==> src/rtl/mealy_eval_pkg.sv <==
package mealy_eval_pkg;

  typedef enum logic [1:0] {
    ST_R = 2'b00,
    ST_S = 2'b01,
    ST_T = 2'b10
  } state_t;

  typedef enum logic [1:0] {
    SYM_ALPHA = 2'b00,
    SYM_BETA  = 2'b01,
    SYM_GAMMA = 2'b10
  } sym_t;

  // strobes from control to datapath
  typedef struct packed {
    logic load;
    logic step;
    logic last;
  } ctrl_t;

  typedef struct packed {
    state_t nxt;
    sym_t   sym;
  } move_t;

  // fixed Mealy table; any unused state code falls back to R
  function automatic move_t mealyMove(input state_t cur, input logic bitIn);
    move_t m;
    case (cur)
      ST_R:    m = bitIn ? '{nxt: ST_T, sym: SYM_BETA}  : '{nxt: ST_S, sym: SYM_ALPHA};
      ST_S:    m = bitIn ? '{nxt: ST_S, sym: SYM_GAMMA} : '{nxt: ST_R, sym: SYM_BETA};
      ST_T:    m = bitIn ? '{nxt: ST_R, sym: SYM_ALPHA} : '{nxt: ST_T, sym: SYM_ALPHA};
      default: m = '{nxt: ST_R, sym: SYM_ALPHA};
    endcase
    return m;
  endfunction

endpackage

==> src/rtl/mealy_eval_ctrl.sv <==
module mealy_eval_ctrl
  import mealy_eval_pkg::*;
#(
  parameter int N  = 6,
  parameter int LW = $clog2(N + 1)
) (
  input  logic          clk,
  input  logic          rstN,
  input  logic          start,
  input  logic [LW-1:0] len,
  output ctrl_t         ctrl,
  output logic          done,
  output logic          busy
);

  localparam logic [LW-1:0] MAX_LEN = LW'(N);

  logic [LW-1:0] remaining;
  logic [LW-1:0] lenClamped;

  always_comb begin
    lenClamped = (len > MAX_LEN) ? MAX_LEN : len;
  end

  always_comb begin
    ctrl.load = start;
    ctrl.step = busy && !start;
    ctrl.last = busy && !start && (remaining == LW'(1));
  end

  always_ff @(posedge clk) begin
    if (!rstN) begin
      remaining <= '0;
      busy      <= 1'b0;
      done      <= 1'b0;
    end else begin
      done <= 1'b0;
      if (start) begin
        remaining <= lenClamped;
        busy      <= (lenClamped != '0);
        done      <= (lenClamped == '0);
      end else if (ctrl.step) begin
        remaining <= remaining - LW'(1);
        if (ctrl.last) begin
          busy <= 1'b0;
          done <= 1'b1;
        end
      end
    end
  end

  AST_COUNT_BOUND: assert property (@(posedge clk) disable iff (!rstN)
    remaining <= MAX_LEN);
  AST_ZERO_LEN_DONE: assert property (@(posedge clk) disable iff (!rstN)
    (start && len == '0) |=> done);
  AST_IDLE_AT_DONE: assert property (@(posedge clk) disable iff (!rstN)
    done |-> !busy);
  AST_BUSY_HAS_WORK: assert property (@(posedge clk) disable iff (!rstN)
    busy |-> remaining != '0);

endmodule

==> src/rtl/mealy_eval_dp.sv <==
module mealy_eval_dp
  import mealy_eval_pkg::*;
#(
  parameter int N = 6
) (
  input  logic         clk,
  input  logic         rstN,
  input  ctrl_t        ctrl,
  input  logic [N-1:0] word,
  output logic         stepValid,
  output sym_t         stepSym,
  output state_t       finalState,
  output sym_t         lastOutput,
  output logic         inTerminal
);

  logic [N-1:0] bitsLeft;
  state_t       curState;
  move_t        move;

  always_comb begin
    move = mealyMove(curState, bitsLeft[0]);
  end

  always_ff @(posedge clk) begin
    if (!rstN) begin
      bitsLeft   <= '0;
      curState   <= ST_R;
      stepValid  <= 1'b0;
      stepSym    <= SYM_ALPHA;
      finalState <= ST_R;
      lastOutput <= SYM_ALPHA;
      inTerminal <= 1'b0;
    end else begin
      stepValid <= 1'b0;
      if (ctrl.load) begin
        bitsLeft   <= word;
        curState   <= ST_R;
        finalState <= ST_R;
        lastOutput <= SYM_ALPHA;
        inTerminal <= 1'b0;
      end else if (ctrl.step) begin
        bitsLeft  <= bitsLeft >> 1;
        curState  <= move.nxt;
        stepValid <= 1'b1;
        stepSym   <= move.sym;
        if (ctrl.last) begin
          finalState <= move.nxt;
          lastOutput <= move.sym;
          inTerminal <= (move.nxt == ST_T);
        end
      end
    end
  end

  AST_TERM_MATCH: assert property (@(posedge clk) disable iff (!rstN)
    inTerminal |-> finalState == ST_T);
  AST_RESULT_HOLD: assert property (@(posedge clk) disable iff (!rstN)
    (!ctrl.load && !ctrl.last) |=> $stable({finalState, lastOutput, inTerminal}));
  AST_STEP_CODE: assert property (@(posedge clk) disable iff (!rstN)
    stepValid |-> stepSym != 2'b11);
  AST_LOAD_TO_R: assert property (@(posedge clk) disable iff (!rstN)
    ctrl.load |=> curState == ST_R);

endmodule

==> src/rtl/mealy_eval.sv <==
module mealy_eval
  import mealy_eval_pkg::*;
#(
  parameter  int N  = 6,
  localparam int LW = $clog2(N + 1)
) (
  input  logic          clk,
  input  logic          rstN,
  input  logic          start,
  input  logic [N-1:0]  word,
  input  logic [LW-1:0] len,
  output logic          stepValid,
  output logic [1:0]    stepSym,
  output logic          done,
  output logic [1:0]    finalState,
  output logic [1:0]    lastOutput,
  output logic          inTerminal
);

  ctrl_t  ctrl;
  logic   busy;
  sym_t   stepSymT;
  state_t finalStateT;
  sym_t   lastOutputT;

  mealy_eval_ctrl #(.N(N), .LW(LW)) u_ctrl (
    .clk   (clk),
    .rstN  (rstN),
    .start (start),
    .len   (len),
    .ctrl  (ctrl),
    .done  (done),
    .busy  (busy)
  );

  mealy_eval_dp #(.N(N)) u_dp (
    .clk        (clk),
    .rstN       (rstN),
    .ctrl       (ctrl),
    .word       (word),
    .stepValid  (stepValid),
    .stepSym    (stepSymT),
    .finalState (finalStateT),
    .lastOutput (lastOutputT),
    .inTerminal (inTerminal)
  );

  assign stepSym    = stepSymT;
  assign finalState = finalStateT;
  assign lastOutput = lastOutputT;

  AST_NO_STEP_AT_START: assert property (@(posedge clk) disable iff (!rstN)
    start |=> !stepValid);

endmodule

==> config.mk <==
export PLATFORM = sky130hd
export DESIGN_NAME = mealy_eval
export DESIGN_NICKNAME = d
export VERILOG_FILES = /design/src/rtl/mealy_eval_pkg.sv /design/src/rtl/mealy_eval_ctrl.sv /design/src/rtl/mealy_eval_dp.sv /design/src/rtl/mealy_eval.sv
export SDC_FILE = /design/constraint.sdc
export NUM_CORES = 1
export LEC_CHECK = 0
export CAP_MARGIN = 20
export CORE_UTILIZATION = 25
export CTS_BUF_LIST = sky130_fd_sc_hd__clkbuf_16
export CTS_CLUSTER_DIAMETER = 120
export DETAILED_ROUTE_END_ITERATION = 8
export GPL_ROUTABILITY_DRIVEN = 0
export GPL_TIMING_DRIVEN = 0
export SYNTH_ARGS = -nofsm -noshare
export SYNTH_HDL_FRONTEND = slang
export SYNTH_SLANG_ARGS = --single-unit
export TNS_END_PERCENT = 5
==> constraint.sdc <==
create_clock -name clk -period 1.5 [get_ports clk]
set_clock_uncertainty 0.15 [all_clocks]
set_input_delay 0.3 -clock clk [delete_from_list [all_inputs] [get_ports clk]]
set_output_delay 0.3 -clock clk [all_outputs]
set_load 0.05 [all_outputs]
==> results of run 1 <==
-- per-layer routing --
| metal | track usage | wire [µm] | up-vias |
|---|---|---|---|
| li1 | - | - | 400 |
| met1 | 0.120 | 866 | 374 |
| met2 | 0.176 | 939 | 19 |
| met3 | 0.0268 | 97 | 4 |
| met4 | 0.0667 | 36 | 0 |
| met5 | 0 | 0 | - |
-- through the flow --
| step | setup slack [ns] | cells | utilization | power, W | hold slack (ns) |
|---|---|---|---|---|---|
| 2_1_floorplan | 0.0394 | 100 | - | 0.000727 | 0.283 |
| 4_1_cts | -0.0222 | 174 | 0.366 | 0.00137 | 0.193 |
| 5_1_grt | -0.0540 | 174 | 0.368 | 0.00141 | 0.226 |
| 3_5_place_dp | -0.292 | 167 | 0.331 | 0.000787 | 0.302 |
| 3_3_place_gp | -0.279 | 167 | 0.331 | 0.000781 | 0.291 |
| 6_report | 0.0382 | 174 | 0.368 | 0.00135 | 0.198 |
-- layout by cell type (no fill, tap or decap), types with 2 or more instances in the layout --
master | Yosys | routed
sky130_fd_sc_hd__nand3_1 | 2 | 2
sky130_fd_sc_hd__nand2b_1 | 3 | 2
sky130_fd_sc_hd__mux2_1 | 2 | 2
sky130_fd_sc_hd__buf_4 | 0 | 4
sky130_fd_sc_hd__clkbuf_16 | 0 | 3
sky130_fd_sc_hd__xnor2_1 | 3 | 3
sky130_fd_sc_hd__nand2_1 | 7 | 7
sky130_fd_sc_hd__inv_1 | 3 | 2
sky130_fd_sc_hd__nor2_1 | 9 | 9
sky130_fd_sc_hd__buf_6 | 2 | 3
sky130_fd_sc_hd__dfxtp_1 | 21 | 20
sky130_fd_sc_hd__clkdlybuf4s15_2 | 0 | 7
sky130_fd_sc_hd__inv_2 | 1 | 2
sky130_fd_sc_hd__mux2i_1 | 5 | 5
sky130_fd_sc_hd__or3_1 | 2 | 2
sky130_fd_sc_hd__clkbuf_2 | 0 | 3
sky130_fd_sc_hd__mux2_2 | 3 | 3
sky130_fd_sc_hd__clkdlybuf4s50_1 | 0 | 10
sky130_fd_sc_hd__nor2b_1 | 3 | 3
sky130_fd_sc_hd__a31o_1 | 2 | 2
sky130_fd_sc_hd__a21oi_1 | 9 | 8
-- registers in the layout, summed over array words and instances (netlist names), 2 cells and up --
register,count
u_dp.curState,2
u_dp.bitsLeft,6
u_dp.lastOutput,2
u_dp.stepSym,2
u_dp.finalState,2
u_ctrl.remaining,3
-- synth_stat cells (all sizes together) --
library cell  count  area share
o2111a            1       0.012
nand4b            1      0.0090
nand2             7       0.027
mux2i             5       0.052
inv               4       0.015
nor2              9       0.035
mux2              5       0.058
o41ai             1      0.0090
nor4              1      0.0064
o21ai             1      0.0051
nor3              1      0.0051
or3               2       0.013
clkbuf            2      0.0077
nor2b             3       0.019
o31ai             1      0.0077
a211o             1      0.0090
or3b              1      0.0090
ha                2       0.026
or4               1      0.0077
a21oi             9       0.046
nand4bb           2       0.040
nand3             2       0.010
xor2              1      0.0090
nand2b            3       0.019
dfxtp            21        0.43
buf               5       0.039
nor3b             1      0.0077
a21boi            1      0.0077
o211a             1       0.010
xnor2             3       0.027
a31o              2       0.018
-- worst min-delay path, cell delays in order --
cell and delay, ns:
sky130_fd_sc_hd__buf_6 0.11, sky130_fd_sc_hd__a211o_1 0.09, sky130_fd_sc_hd__a21oi_1 0.05
-- power by group through the flow --
stage               clock network (W)  logic, W  registers [W]
global placement                    0  0.000172       0.000609
detailed placement                  0  0.000177       0.000610
global route                 0.000602  0.000205       0.000604
CTS                          0.000583  0.000184       0.000599
finish                       0.000561  0.000186       0.000600
floorplan                           0  0.000111       0.000617
-- worst max path at each step --
stage	to	slack, ns	depth (start not counted)
2_1_floorplan	u_dp.finalState[0]$_SDFFE_PP0P_	0.04	5
3_3_place_gp	u_dp.finalState[1]$_SDFFE_PP0P_	-0.28	4
3_5_place_dp	u_dp.finalState[1]$_SDFFE_PP0P_	-0.29	4
4_1_cts	u_dp.finalState[0]$_SDFFE_PP0P_	-0.02	6
5_1_grt	u_dp.finalState[0]$_SDFFE_PP0P_	-0.05	6
6_report	u_dp.finalState[0]$_SDFFE_PP0P_	0.04	6
-- cell families (layout without fill, tap and decap cells) --
logic type / count (synthesis) / in the layout / synth area share
flops: 21 / 21 / 0.433
compound gates: 18 / 18 / 0.125
buf+inv: 11 / 37 / 0.0618
mux: 10 / 10 / 0.110
simple gates: 34 / 34 / 0.209
fa+ha+maj: 2 / 2 / 0.0258
xor+xnor: 4 / 4 / 0.0361
-- final cells by class --
type | count | area (µm²)
sequential | 21 | 422
inverter | 4 | 15.0
fill | 395 | 2330
tap | 48 | 60.1
clock inverter | 1 | 5.00
clock buffer | 3 | 75.1
buffer | 7 | 55.1
timing repair buffer | 22 | 211
multi-input combinational | 68 | 515
-- what timing repair did --
action	CTS	global route
endpoints found under the hold margin	0	0
buffers inserted	3	0
endpoints found under the setup margin	14	16
resized for setup	31	9
pin swaps	1	0
==> key figures, run 1 <==
Power
  – NetSw: 0.000309 W
  – Switch share: 0.230
  – Areal power density over the cells: 991 mW/mm²
  – Worst ir drop on vdd: 0.000359 V
  – Static Leak: 0.521 nW
  – Internal power: 0.00104 W
  – Power share of the sequential group: 0.446
  – Clk network pwr share: 0.416
  – Combinational group share of total power: 0.138

STA
  – Setup TNS after final layout: 0 ns
  – Post-route clock period utilization: 0.975
  – Number of max-slew violations in the final report: 0
  – Worst slew margin relative to its limit: 0.773
  – Max Fclk: 684 MHz
  – Worst-Margin Slew: 0.341 ns
  – Final setup vio count: 0
  – Tmin final: approximately 1.5 ns
  – Setup repair after global routing missed its margin: yes
  – Number of hold violations in the final report: 0

Clock network
  – Number of buffers on the longest clock path: 2
  – Clock-pin slew on the worst setup and hold paths: 0.06 ns
  – Clock sinks: 21
  – CTS Buf Count: 3
  – Clk_lat worst skew: 0.25 ns
  – CTS Hold Buffers Added: 0
  – CTS tree: built
  – Cell at the root of the clock tree: sky130_fd_sc_hd__clkbuf_16
  – Number of H-tree branching levels: 1

GRT
  – GRT Resource Usage Total: 0.106
  – GR Overflow Total: 0
  – Number of antenna violations at the first check in global routing: 0
  – Vias in the first global route: ~730
  – Wire length of the first global-routing pass: 3.28 mm
  – Pin count of the biggest net entering global routing: 13

Detailed routing
  – ANT nets after route: 0
  – DRC violation count after routing: 0
  – DRT Wirelength: a little under 2 mm
  – Routed wirelength normalized by instance count: between 10 and 15 µm
  – First-pass iteration count of the detailed router: 4
  – Iter 0 DRT Violations: 36
  – Drt via density: 4.58
  – Overall via count from detail_route: 797

Floorplan
  – Count of pins on the block boundary: 21
  – Height of the chip: roughly 64 µm
  – Overall die width: 64.3 µm
  – Overall die area: 0.00414 mm²
  – Row count: 22
  – Area of the placeable core: about 0.0037 mm²
  – Initial Utilization: 0.263

Final layout
  – Final non-filler cell area: 0.00136 mm²
  – Area overhead of the layout relative to synthesis: 39.9%
  – Number of nets in the finished design: approximately 140
  – Fraction of layout instances using a drive strength above 1: 0.262
  – Antenna diode count: 0

Yosys
  – Post-synthesis sequential element count: 21
  – Portion of the post-synthesis area used by sequential elements: 0.433
  – Syn Std Cell Area: around 970 µm²
  – Synth Net Count: 114
  – Synthesized area per cell: 9.71 µm²
  – Cells after synthesis: 100
  – Distinct cell type count after synthesis: 35
  – Number of warnings reported in the yosys synthesis log: 0

Min path
  – Destination of the worst hold path: u_ctrl.remaining[1]$_SDFFE_PN0P_
  – Classification of the worst-slack hold path: in2reg
  – Hold path depth: 3
  – Min-delay src: start

Critical path
  – FF-to-FF path depth: 6
  – Crit path max-delay family: simple AND/OR/NAND/NOR gates
  – Slowest cell on crit path: sky130_fd_sc_hd__or3b_1
  – Crit Path Class: reg2reg
  – Crit path capture type: register
  – Worst path required time: about 1.5 ns
  – Launching point of the worst reg2reg path: u_ctrl.remaining[1]$_SDFFE_PN0P_
  – Worst setup slack for register-to-register paths: 0.04 ns
  – Delay of the slowest critical-path stage: around 0.36 ns
  – Ordered cell list for the critical path: inv_2 -> ha_4 -> nand4bb_4 -> buf_6 -> or3b_1 -> a21oi_2
  – Buf/Inv on CP: 2
  – Startpoint type of the worst setup path: register
  – Crit path DAT: ~1.5 ns
  – Critical path fanouts, max: 5
  – R2R Path End: u_dp.finalState[0]$_SDFFE_PP0P_
  – Crit path from: u_ctrl.remaining[1]$_SDFFE_PN0P_

Placed design
  – Post-Place Cell Area: 0.00122 mm²
  – I/O Buffers: 19

Outcome
  – Result of the run: finished, final reports clean

Run
  – Number of max-capacitance violations reported: 0
Note: power is estimated with default switching activity, not from simulation.
==> run 2, diff against run 1 <==
--- a/config.mk
+++ b/config.mk
@@ -6,12 +6,13 @@
 export NUM_CORES = 1
 export LEC_CHECK = 0
 export CAP_MARGIN = 20
-export CORE_UTILIZATION = 25
+export CORE_UTILIZATION = 44
 export CTS_BUF_LIST = sky130_fd_sc_hd__clkbuf_16
 export CTS_CLUSTER_DIAMETER = 120
 export DETAILED_ROUTE_END_ITERATION = 8
 export GPL_ROUTABILITY_DRIVEN = 0
 export GPL_TIMING_DRIVEN = 0
+export PLACE_DENSITY = 0.74
 export SYNTH_ARGS = -nofsm -noshare
 export SYNTH_HDL_FRONTEND = slang
 export SYNTH_SLANG_ARGS = --single-unit
==> run 2 against run 1 <==
Net effect:
- core utilization grew 28 points
- first-iteration DRC count shrank 58%
- combinational power is essentially flat
- setup slack worse by 0.024 ns
- worst hold slack worse by 0.010 ns
- sequential share of layout area grew 1.2 points
- die area fell by 42%
- flip-flop and latch count unchanged
- cell count fell by 14%
- design area is 3.3% lower
- largest power group unchanged
==> key figures, run 2 (synthesis gave the netlist of run 1 again) <==
Outcome
  – Result of the run: finished, final reports clean

STA
  – Worst slew margin relative to its limit: 0.777
  – Number of max-slew violations in the final report: 0
  – Worst-Margin Slew: around 0.33 ns
  – Setup repair after global routing missed its margin: yes
  – Final setup vio count: 0
  – PnR worst setup slack: 0.0142 ns
  – Post-route clock period utilization: 0.991
  – Number of hold violations in the final report: 0
  – Worst-case hold slack: 0.188 ns
  – Max Fclk: just under 700 MHz
  – Tmin final: 1.49 ns

Final layout
  – Antenna diode count: 0
  – Leading cell type in the layout, fill and taps excluded: sky130_fd_sc_hd__dfxtp_1
  – Number of nets in the finished design: about 140
  – Fraction of layout instances using a drive strength above 1: 0.228
  – Total area of sequential cells: roughly 420 µm²
  – Multi-input combinational cell area: 509 µm²
  – Most frequent cells in the layout: 19 x sky130_fd_sc_hd__dfxtp_1, 10 x sky130_fd_sc_hd__clkdlybuf4s50_1, 9 x sky130_fd_sc_hd__a21oi_1, 9 x sky130_fd_sc_hd__nor2_1, 8 x sky130_fd_sc_hd__clkdlybuf4s15_2
  – Final-layout fill cell count: 165
  – Register with the most flip-flops: u_dp.bitsLeft
  – Area overhead of the layout relative to synthesis: 35.3%
  – Largest register FFs: 6
  – Regs by FF count: u_dp.bitsLeft (6), u_ctrl.remaining (3)

Detailed routing
  – First-pass iteration count of the detailed router: 4
  – Iter 0 DRT Violations: 15
  – Drt via density: 5.06
  – DRC violation count after routing: 0
  – ANT nets after route: 0
  – Overall via count from detail_route: 759
  – DRT Wirelength: around 1.8 mm
  – Routed wirelength normalized by instance count: 11.7 µm

Floorplan
  – Area of the placeable core: 0.00202 mm²
  – Initial Utilization: 0.480
  – Row count: 16
  – Count of pins on the block boundary: 21
  – Overall die width: 49.0 µm
  – Overall die area: between 0.002 and 0.0025 mm²
  – Height of the chip: 49.0 µm

Clock network
  – Clock-pin slew on the worst setup and hold paths: 0.06 ns
  – Number of post-CTS setup repair buffers: 0
  – Clk_lat worst skew: 0.25 ns
  – CTS tree: built
  – Cell at the root of the clock tree: sky130_fd_sc_hd__clkbuf_16
  – CTS Buf Count: 3
  – Number of H-tree branching levels: 1
  – Clock sinks: 21
  – Number of buffers on the longest clock path: 2
  – CTS Hold Buffers Added: 0

GRT
  – GR met3 Demand/Resource: 0.0218
  – Met1 global-route usage: 0.228
  – GRT Resource Usage Total: 0.171
  – Vias in the first global route: 702
  – Pin count of the biggest net entering global routing: 12
  – GRT Max-Usage Layer: met2
  – Number of antenna violations at the first check in global routing: 0
  – Wire length of the first global-routing pass: 3.21 mm
  – GR Layer Usage met2: 0.292
  – GR Overflow Total: 0

Critical path
  – Worst path required time: 1.53 ns
  – Critical path fanouts, max: 10
  – R2R Path End: u_dp.finalState[0]$_SDFFE_PP0P_
  – Launching point of the worst reg2reg path: u_ctrl.remaining[1]$_SDFFE_PN0P_
  – FF-to-FF path depth: 6
  – Crit Path Class: reg2reg
  – Startpoint type of the worst setup path: register
  – Crit path capture type: register
  – Worst setup slack for register-to-register paths: 0.01 ns
  – Crit path DAT: 1.51 ns

Power
  – Worst ir drop on vdd: 0.000744 V
  – Areal power density over the cells: 1010 mW/mm²
  – Static Leak: 0.511 nW

Min path
  – Min-delay src: start
  – Classification of the worst-slack hold path: in2reg
  – Destination of the worst hold path: u_ctrl.remaining[1]$_SDFFE_PN0P_
  – Hold path depth: 3

Run
  – Number of max-capacitance violations reported: 0

Placed design
  – Placement-stage worst setup slack: -0.288 ns
  – Half-perimeter wire length of the detailed placement result: between 1 and 1.5 mm
  – I/O Buffers: 19
==> run 2: critical path, stage by stage, from the launching register on <==
cell                        delay [ns]
sky130_fd_sc_hd__dfxtp_2          0.32
sky130_fd_sc_hd__inv_2            0.07
sky130_fd_sc_hd__ha_4             0.14
sky130_fd_sc_hd__nand4bb_4        0.11
sky130_fd_sc_hd__buf_6            0.16
sky130_fd_sc_hd__or3b_1           0.34
sky130_fd_sc_hd__a21oi_1          0.13
==> run 2: worst max path at each step <==
stage / start / end / slack, ns / depth (start not counted)
2_1_floorplan: u_ctrl.remaining[0]$_SDFFE_PN0P_ / u_dp.finalState[0]$_SDFFE_PP0P_ / 0.04 / 5
3_3_place_gp: rstN / u_dp.inTerminal$_SDFFE_PP0P_ / -0.26 / 4
3_5_place_dp: rstN / u_dp.finalState[1]$_SDFFE_PP0P_ / -0.29 / 4
4_1_cts: u_ctrl.busy$_SDFFE_PN0P_ / u_dp.finalState[0]$_SDFFE_PP0P_ / -0.001 / 5
5_1_grt: u_ctrl.remaining[1]$_SDFFE_PN0P_ / u_dp.finalState[0]$_SDFFE_PP0P_ / -0.03 / 6
6_report: u_ctrl.remaining[1]$_SDFFE_PN0P_ / u_dp.finalState[0]$_SDFFE_PP0P_ / 0.01 / 6
==> run 2: timing repair <==
action,CTS,global route
pin swaps,1,1
gates resized for setup,33,7
setup endpoints to repair,14,14
==> run 2: per-layer routing <==
metal  routed length [µm]  vias up
met5                    0        -
met4                    8        0
met3                   50        2
met2                  872       15
met1                  831      351
li1                     -      391
==> run 2: area by class of cell <==
| cell class | count | share of cell area |
|---|---|---|
| buffer | 7 | 0.0448 |
| sequential | 21 | 0.322 |
| clock buffer | 3 | 0.0571 |
| tap | 27 | 0.0257 |
| multi-input combinational | 68 | 0.388 |
| clock inverter | 1 | 0.00286 |
| inverter | 4 | 0.0114 |
| timing repair buffer | 19 | 0.149 |
==> run 2: per-stage QoR <==
stage	std cells	power (W)	instance area [µm²]	utilization	TNS [ns]
6_report	150	0.00133	1310	0.650	0
3_3_place_gp	146	0.000779	1190	0.591	-2.75
3_5_place_dp	146	0.000784	1190	0.591	-3.07
5_1_grt	150	0.00140	1310	0.650	-0.0449
4_1_cts	150	0.00134	1310	0.648	-0.00146
2_1_floorplan	100	0.000727	971	-	0
==> run 2: power by group <==
group	switching [W]	internal (W)	total [W]
clock	0.000192	0.000354	0.000546
sequential	0.0000183	0.000583	0.000602
combinational	0.0000867	0.0000963	0.000183
total	0.000297	0.00103	0.00133
